`config.mk`:
```
export PLATFORM = sky130hd
export DESIGN_NAME = sync_mode_sequencer
export DESIGN_NICKNAME = d
export VERILOG_FILES = /design/src/rtl/sms_pkg.sv /design/src/rtl/sms_ctrl.sv /design/src/rtl/sms_dpath.sv /design/src/rtl/sync_mode_sequencer.sv
export SDC_FILE = /design/constraint.sdc
export NUM_CORES = 1
export LEC_CHECK = 0
export ABC_CLOCK_PERIOD_IN_PS = 2440
export BUFFER_PORTS_ARGS = -buffer_cell sky130_fd_sc_hd__buf_2
export CORE_AREA = 2 2 39 41
export CTS_BUF_LIST = sky130_fd_sc_hd__clkbuf_2 sky130_fd_sc_hd__clkbuf_4 sky130_fd_sc_hd__clkbuf_8
export CTS_CLUSTER_SIZE = 16
export DETAILED_ROUTE_END_ITERATION = 10
export DIE_AREA = 0 0 41 43
export SYNTH_ARGS = -nofsm -noshare
export SYNTH_HDL_FRONTEND = slang
export SYNTH_HIERARCHICAL = 1
export SYNTH_SLANG_ARGS = --single-unit
```
`constraint.sdc`:
```
create_clock -name clk -period 2.44 [get_ports clk]
set_input_delay 0.122 -clock clk [delete_from_list [all_inputs] [get_ports clk]]
set_output_delay 0.122 -clock clk [all_outputs]
set_load 0.02 [all_outputs]
```
`src/rtl/sms_pkg.sv`:
```
package sms_pkg;

  typedef enum logic [2:0] {
    IDLE_ASYNC  = 3'd0,
    WAIT_LEVEL  = 3'd1,
    WAIT_ACK_HI = 3'd2,
    SYNC        = 3'd3,
    WAIT_ACK_LO = 3'd4
  } seqState_t;

  // strobes from control to datapath
  typedef struct packed {
    logic loadProg;  // copy programmed level into target
    logic loadFull;  // force target to full level
    logic setReq;    // raise bridge request
    logic clrReq;    // drop bridge request
  } dpStrobe_t;

endpackage

```
`src/rtl/sms_ctrl.sv`:
```
module sms_ctrl
  import sms_pkg::*;
#(
  parameter int LVL_W = 3
) (
  input  logic             clk,
  input  logic             rst_n,
  input  logic [LVL_W-1:0] progLevel,
  input  logic [LVL_W-1:0] curLevel,
  input  logic [LVL_W-1:0] targetLevel,
  input  logic             clkSynced,
  input  logic             syncAck,
  input  logic             emuMode,
  output dpStrobe_t        strobe
);

  localparam logic [LVL_W-1:0] FULL_LVL = {LVL_W{1'b1}};

  seqState_t state, stateNxt;
  logic progFull, clockReady;

  assign progFull   = (progLevel == FULL_LVL);
  assign clockReady = (curLevel == FULL_LVL) && clkSynced;

  always_comb begin
    stateNxt = state;
    strobe   = '0;
    if (emuMode) begin
      // handshake disabled: drop request, target tracks program
      strobe.clrReq = 1'b1;
      stateNxt      = IDLE_ASYNC;
      if (state == IDLE_ASYNC && progLevel != targetLevel) strobe.loadProg = 1'b1;
    end else begin
      unique case (state)
        IDLE_ASYNC: begin
          if (progFull) begin
            strobe.loadFull = 1'b1;
            stateNxt        = WAIT_LEVEL;
          end else if (progLevel != targetLevel) begin
            strobe.loadProg = 1'b1;
          end
        end
        WAIT_LEVEL: begin
          if (clockReady) begin
            strobe.setReq = 1'b1;
            stateNxt      = WAIT_ACK_HI;
          end
        end
        WAIT_ACK_HI: begin
          if (syncAck) stateNxt = SYNC;
        end
        SYNC: begin
          if (!progFull) begin
            strobe.clrReq = 1'b1;
            stateNxt      = WAIT_ACK_LO;
          end
        end
        WAIT_ACK_LO: begin
          if (!syncAck) stateNxt = IDLE_ASYNC;
        end
        default: stateNxt = IDLE_ASYNC;
      endcase
    end
  end

  always_ff @(posedge clk) begin
    if (!rst_n) state <= IDLE_ASYNC;
    else        state <= stateNxt;
  end

  // sub-full programming never starts a handshake
  assert_low_levels_R2: assert property (@(posedge clk) disable iff (!rst_n)
    (state == IDLE_ASYNC && !emuMode && !progFull) |=> state == IDLE_ASYNC);

  // no request before the clock generator confirms full and synced
  assert_wait_clock_R3: assert property (@(posedge clk) disable iff (!rst_n)
    (state == WAIT_LEVEL && !emuMode && !clockReady) |=> state == WAIT_LEVEL);

  // entry cannot be abandoned before acknowledge
  assert_hold_entry_R6: assert property (@(posedge clk) disable iff (!rst_n)
    (state == WAIT_ACK_HI && !emuMode && !syncAck) |=> state == WAIT_ACK_HI);

  // exit waits for acknowledge low
  assert_hold_exit_R5: assert property (@(posedge clk) disable iff (!rst_n)
    (state == WAIT_ACK_LO && !emuMode && syncAck) |=> state == WAIT_ACK_LO);

  assert_one_load_R3: assert property (@(posedge clk) disable iff (!rst_n)
    $onehot0({strobe.loadProg, strobe.loadFull}));

endmodule

```
`src/rtl/sms_dpath.sv`:
```
module sms_dpath
  import sms_pkg::*;
#(
  parameter int              LVL_W     = 3,
  parameter logic [LVL_W-1:0] RST_LEVEL = '0
) (
  input  logic             clk,
  input  logic             rst_n,
  input  dpStrobe_t        strobe,
  input  logic [LVL_W-1:0] progLevel,
  input  logic             emuMode,
  output logic [LVL_W-1:0] targetLevel,
  output logic             reqOut
);

  localparam logic [LVL_W-1:0] FULL_LVL = {LVL_W{1'b1}};

  always_ff @(posedge clk) begin
    if (!rst_n) begin
      targetLevel <= RST_LEVEL;
    end else if (strobe.loadFull) begin
      targetLevel <= FULL_LVL;
    end else if (strobe.loadProg) begin
      targetLevel <= progLevel;
    end
  end

  always_ff @(posedge clk) begin
    if (!rst_n)             reqOut <= 1'b0;
    else if (strobe.clrReq) reqOut <= 1'b0;
    else if (strobe.setReq) reqOut <= 1'b1;
  end

  // request only ever high with a full target
  assert_req_full_R3: assert property (@(posedge clk) disable iff (!rst_n)
    reqOut |-> targetLevel == FULL_LVL);

  // emulation forces request low
  assert_emu_req_low_R7: assert property (@(posedge clk) disable iff (!rst_n)
    $past(emuMode) |-> !reqOut);

endmodule

```
`src/rtl/sync_mode_sequencer.sv`:
```
module sync_mode_sequencer
  import sms_pkg::*;
#(
  parameter int              LVL_W     = 3,
  parameter logic [LVL_W-1:0] RST_LEVEL = 3'd3
) (
  input  logic             clk,
  input  logic             rst_n,
  input  logic [LVL_W-1:0] progLevel,
  input  logic [LVL_W-1:0] curLevel,
  input  logic             clkSynced,
  input  logic             syncAck,
  input  logic             emuMode,
  output logic [LVL_W-1:0] targetLevel,
  output logic             syncReq
);

  dpStrobe_t strobe;

  sms_ctrl #(.LVL_W(LVL_W)) i_ctrl (
    .clk        (clk),
    .rst_n      (rst_n),
    .progLevel  (progLevel),
    .curLevel   (curLevel),
    .targetLevel(targetLevel),
    .clkSynced  (clkSynced),
    .syncAck    (syncAck),
    .emuMode    (emuMode),
    .strobe     (strobe)
  );

  sms_dpath #(.LVL_W(LVL_W), .RST_LEVEL(RST_LEVEL)) i_dpath (
    .clk        (clk),
    .rst_n      (rst_n),
    .strobe     (strobe),
    .progLevel  (progLevel),
    .emuMode    (emuMode),
    .targetLevel(targetLevel),
    .reqOut     (syncReq)
  );

  // a raised request is held until acknowledged
  assert_req_hold_R4: assert property (@(posedge clk) disable iff (!rst_n)
    (syncReq && !syncAck && !emuMode) |=> syncReq);

endmodule

```
==> flow_summary.json <==
{
  "synth_cells": 43,
  "synth_compound_area_frac": 0.118,
  "cts_max_level": 1,
  "setup_viol": 0,
  "yosys_warnings": 6,
  "p_per_area_mw_per_mm2": 573,
  "drv_slew": 0,
  "clockPowerShare": 0.399,
  "yosysUniqueCellTypes": 24,
  "min_period_over_period": 0.624,
  "worstHoldStart": "rst_n",
  "postCtsHoldBufs": 0,
  "die_w_um": 41,
  "synth-async-reset-ratio": 0,
  "timing.final.ws_setup_ns": 0.917,
  "synthSimpleGateAreaFrac": 0.307,
  "clock_skew_ns": 0.00459,
  "synthesis.area_um2": 404,
  "die_y_um": 43,
  "io_buffer_count": 14,
  "route.vias.total": 373,
  "status": "finished, final reports clean",
  "power_mw": 0.292,
  "maxCapViolCount": 0,
  "rows": 14,
  "r2r-start": "i_dpath/targetLevel[2]",
  "synth_top_family_by_area": "simple AND/OR/NAND/NOR gates",
  "fillers": 157,
  "critPathKind": "flop to flop",
  "start_util": 0.292,
  "critical_path_arrival_ns": 1.67,
  "grt_pass1_wl_um": 1390,
  "drtPass1Iterations": 1,
  "synth.top_cell.area_share": 0.347,
  "synth_top_area_cell": "dfxtp_1",
  "min-delay-path-class": "input port to flop",
  "drt-vias-per-instance": 4.91,
  "synth_xor_area_frac": 0.0867,
  "clk_latency_ns": 0.25,
  "pwr-share-seq": 0.426,
  "ys_ff_latch": 7,
  "postSynthAreaPerCell_um2": 9.40,
  "dp_hpwl_um": 657,
  "route.detailed.wl_per_inst_um": 11.2,
  "swShare": 0.246,
  "drtIter0Drc": 0,
  "gr-total-overflow": 0,
  "worst_pin_slew_ns": 0.402,
  "post_cts_resized": 0,
  "routed_wl_um": 848,
  "clock-sinks": 7,
  "ant_nets": 0,
  "core_mm2": 0.00138,
  "power.internal_mw": 0.220,
  "synth_fp_nets": 54,
  "placed_cells": 72,
  "crit_start": "i_dpath/targetLevel[2]",
  "required_ns": 2.58,
  "synthMuxAreaShare": 0.0867,
  "cts-root-buf": "clkbuf_4",
  "slew_headroom": 0.728,
  "leakage_nw": 0.222,
  "holdWs_ns": 0.125,
  "grt_max_degree": 11,
  "clkTransAtPathRegs_ns": 0.05,
  "combinationalPowerShare": 0.175,
  "cp-start-kind": "flop",
  "path_max_fanout": 3,
  "synth_adder_area_share": 0,
  "grt_pass1_vias": 337,
  "synth-main-ff-cell": "dfxtp_1",
  "ir_drop_mv": 0.259,
  "pre_cts_ws_ns": 0.927,
  "drive_above_1_share": 0.333,
  "critPathCaptureType": "flop",
  "grtUsageTotal": 0.123,
  "antenna_found_initial": 0,
  "period_minus_slack_ns": 1.52,
  "clock_path_buffers": 2,
  "drc": 0,
  "cts_setup_buffers": 0,
  "tns_ns": 0,
  "switching_power_mw": 0.0719,
  "die_area_mm2": 0.00176,
  "io_pins": 15,
  "rsz0062_at_grt": "false",
  "cts_made_buffers": 3,
  "routabilityCongestion": 0.680,
  "syn2layout_area_growth_pct": 26.0,
  "seq_area_frac_synth": 0.347,
  "tritoncts": "done",
  "synth_edf_count": 0,
  "yosys-top-cells-count": "dfxtp_1, xor2_1, nand2_1, nor2_1",
  "fmax_mhz": 657,
  "fin_cells": 76,
  "yosysMostFrequentCell": "dfxtp_1",
  "num_antenna_cells": 0,
  "nets": 72,
  "synth_area_leaders": "dfxtp_1, xor2_1, buf_6, mux2i_1, mux2_4",
  "final-hold-violation-count": 0
}
==> power by group through the flow <==
stage / Combinational [mW] / Clock, mW / Sequential [mW]
2_1_floorplan: 0.0260 / 0 / 0.131
3_3_place_gp: 0.0511 / 0 / 0.126
3_5_place_dp: 0.0515 / 0 / 0.127
4_1_cts: 0.0521 / 0.121 / 0.124
5_1_grt: 0.0565 / 0.129 / 0.125
6_report: 0.0511 / 0.116 / 0.124
==> area by class of cell <==
cell class | count | area, um2 | share of cell area
multi-input combinational | 34 | 241 | 0.474
tap | 16 | 20.0 | 0.0393
clock buffer | 4 | 30.0 | 0.0590
timing repair buffer | 15 | 77.6 | 0.152
sequential | 7 | 140 | 0.275
==> cells in the final DEF, fill, tap and decap left out, types with 2 or more instances in the layout <==
| master | n |
|---|---|
| xor2_1 | 4 |
| nand2b_1 | 2 |
| dfxtp_1 | 7 |
| nor3b_1 | 2 |
| mux2i_1 | 2 |
| clkbuf_4 | 4 |
| a21oi_1 | 2 |
| o21a_1 | 2 |
| nand2_1 | 3 |
| buf_2 | 14 |
| nor2_1 | 3 |
==> routing by layer <==
layer  up-vias  global-route usage  wire, um
met4         0              0.0600        14
met3         2              0.0942        54
li1        192                   -         -
met2         9               0.156       420
met1       170               0.145       358
met5         -                   0         0
==> flip-flops by register name, summed over array words and instances (netlist names) <==
signal	flops
i_dpath/reqOut	1
i_ctrl/state	3
i_dpath/targetLevel	3
==> worst paths after layout <==
| path | end | slack [ns] | cells after the start |
|---|---|---|---|
| worst min register to register | i_dpath/reqOut | 0.49 | 2 |
| worst max-delay path | i_dpath/targetLevel[2] | 0.92 | 6 |
| worst max register to register | i_dpath/targetLevel[2] | 0.92 | 6 |
| worst min-delay path | i_dpath/targetLevel[2] | 0.12 | 2 |
==> worst max-delay path: stages, from the launching register on <==
cell and delay (ns):
dfxtp_1 0.35, xor2_1 0.16, o32ai_1 0.09, nor4_1 0.18, buf_4 0.18, mux2_4 0.29, o21a_1 0.16
==> through the flow <==
step	instance area, um2	utilization
finish	509	0.368
floorplan	404	-
CTS	509	0.368
global route	509	0.368
global placement	479	0.346
detailed placement	479	0.346
==> logic make-up after synthesis <==
| group | count (synthesis) |
|---|---|
| AND/OR/NAND/NOR | 20 |
| multiplexers | 3 |
| buffers and inverters | 2 |
| flip-flops | 7 |
| XOR/XNOR | 4 |
| AO/OA/AOI/OAI | 7 |
No activity file was read; power rests on OpenSTA's default activity.
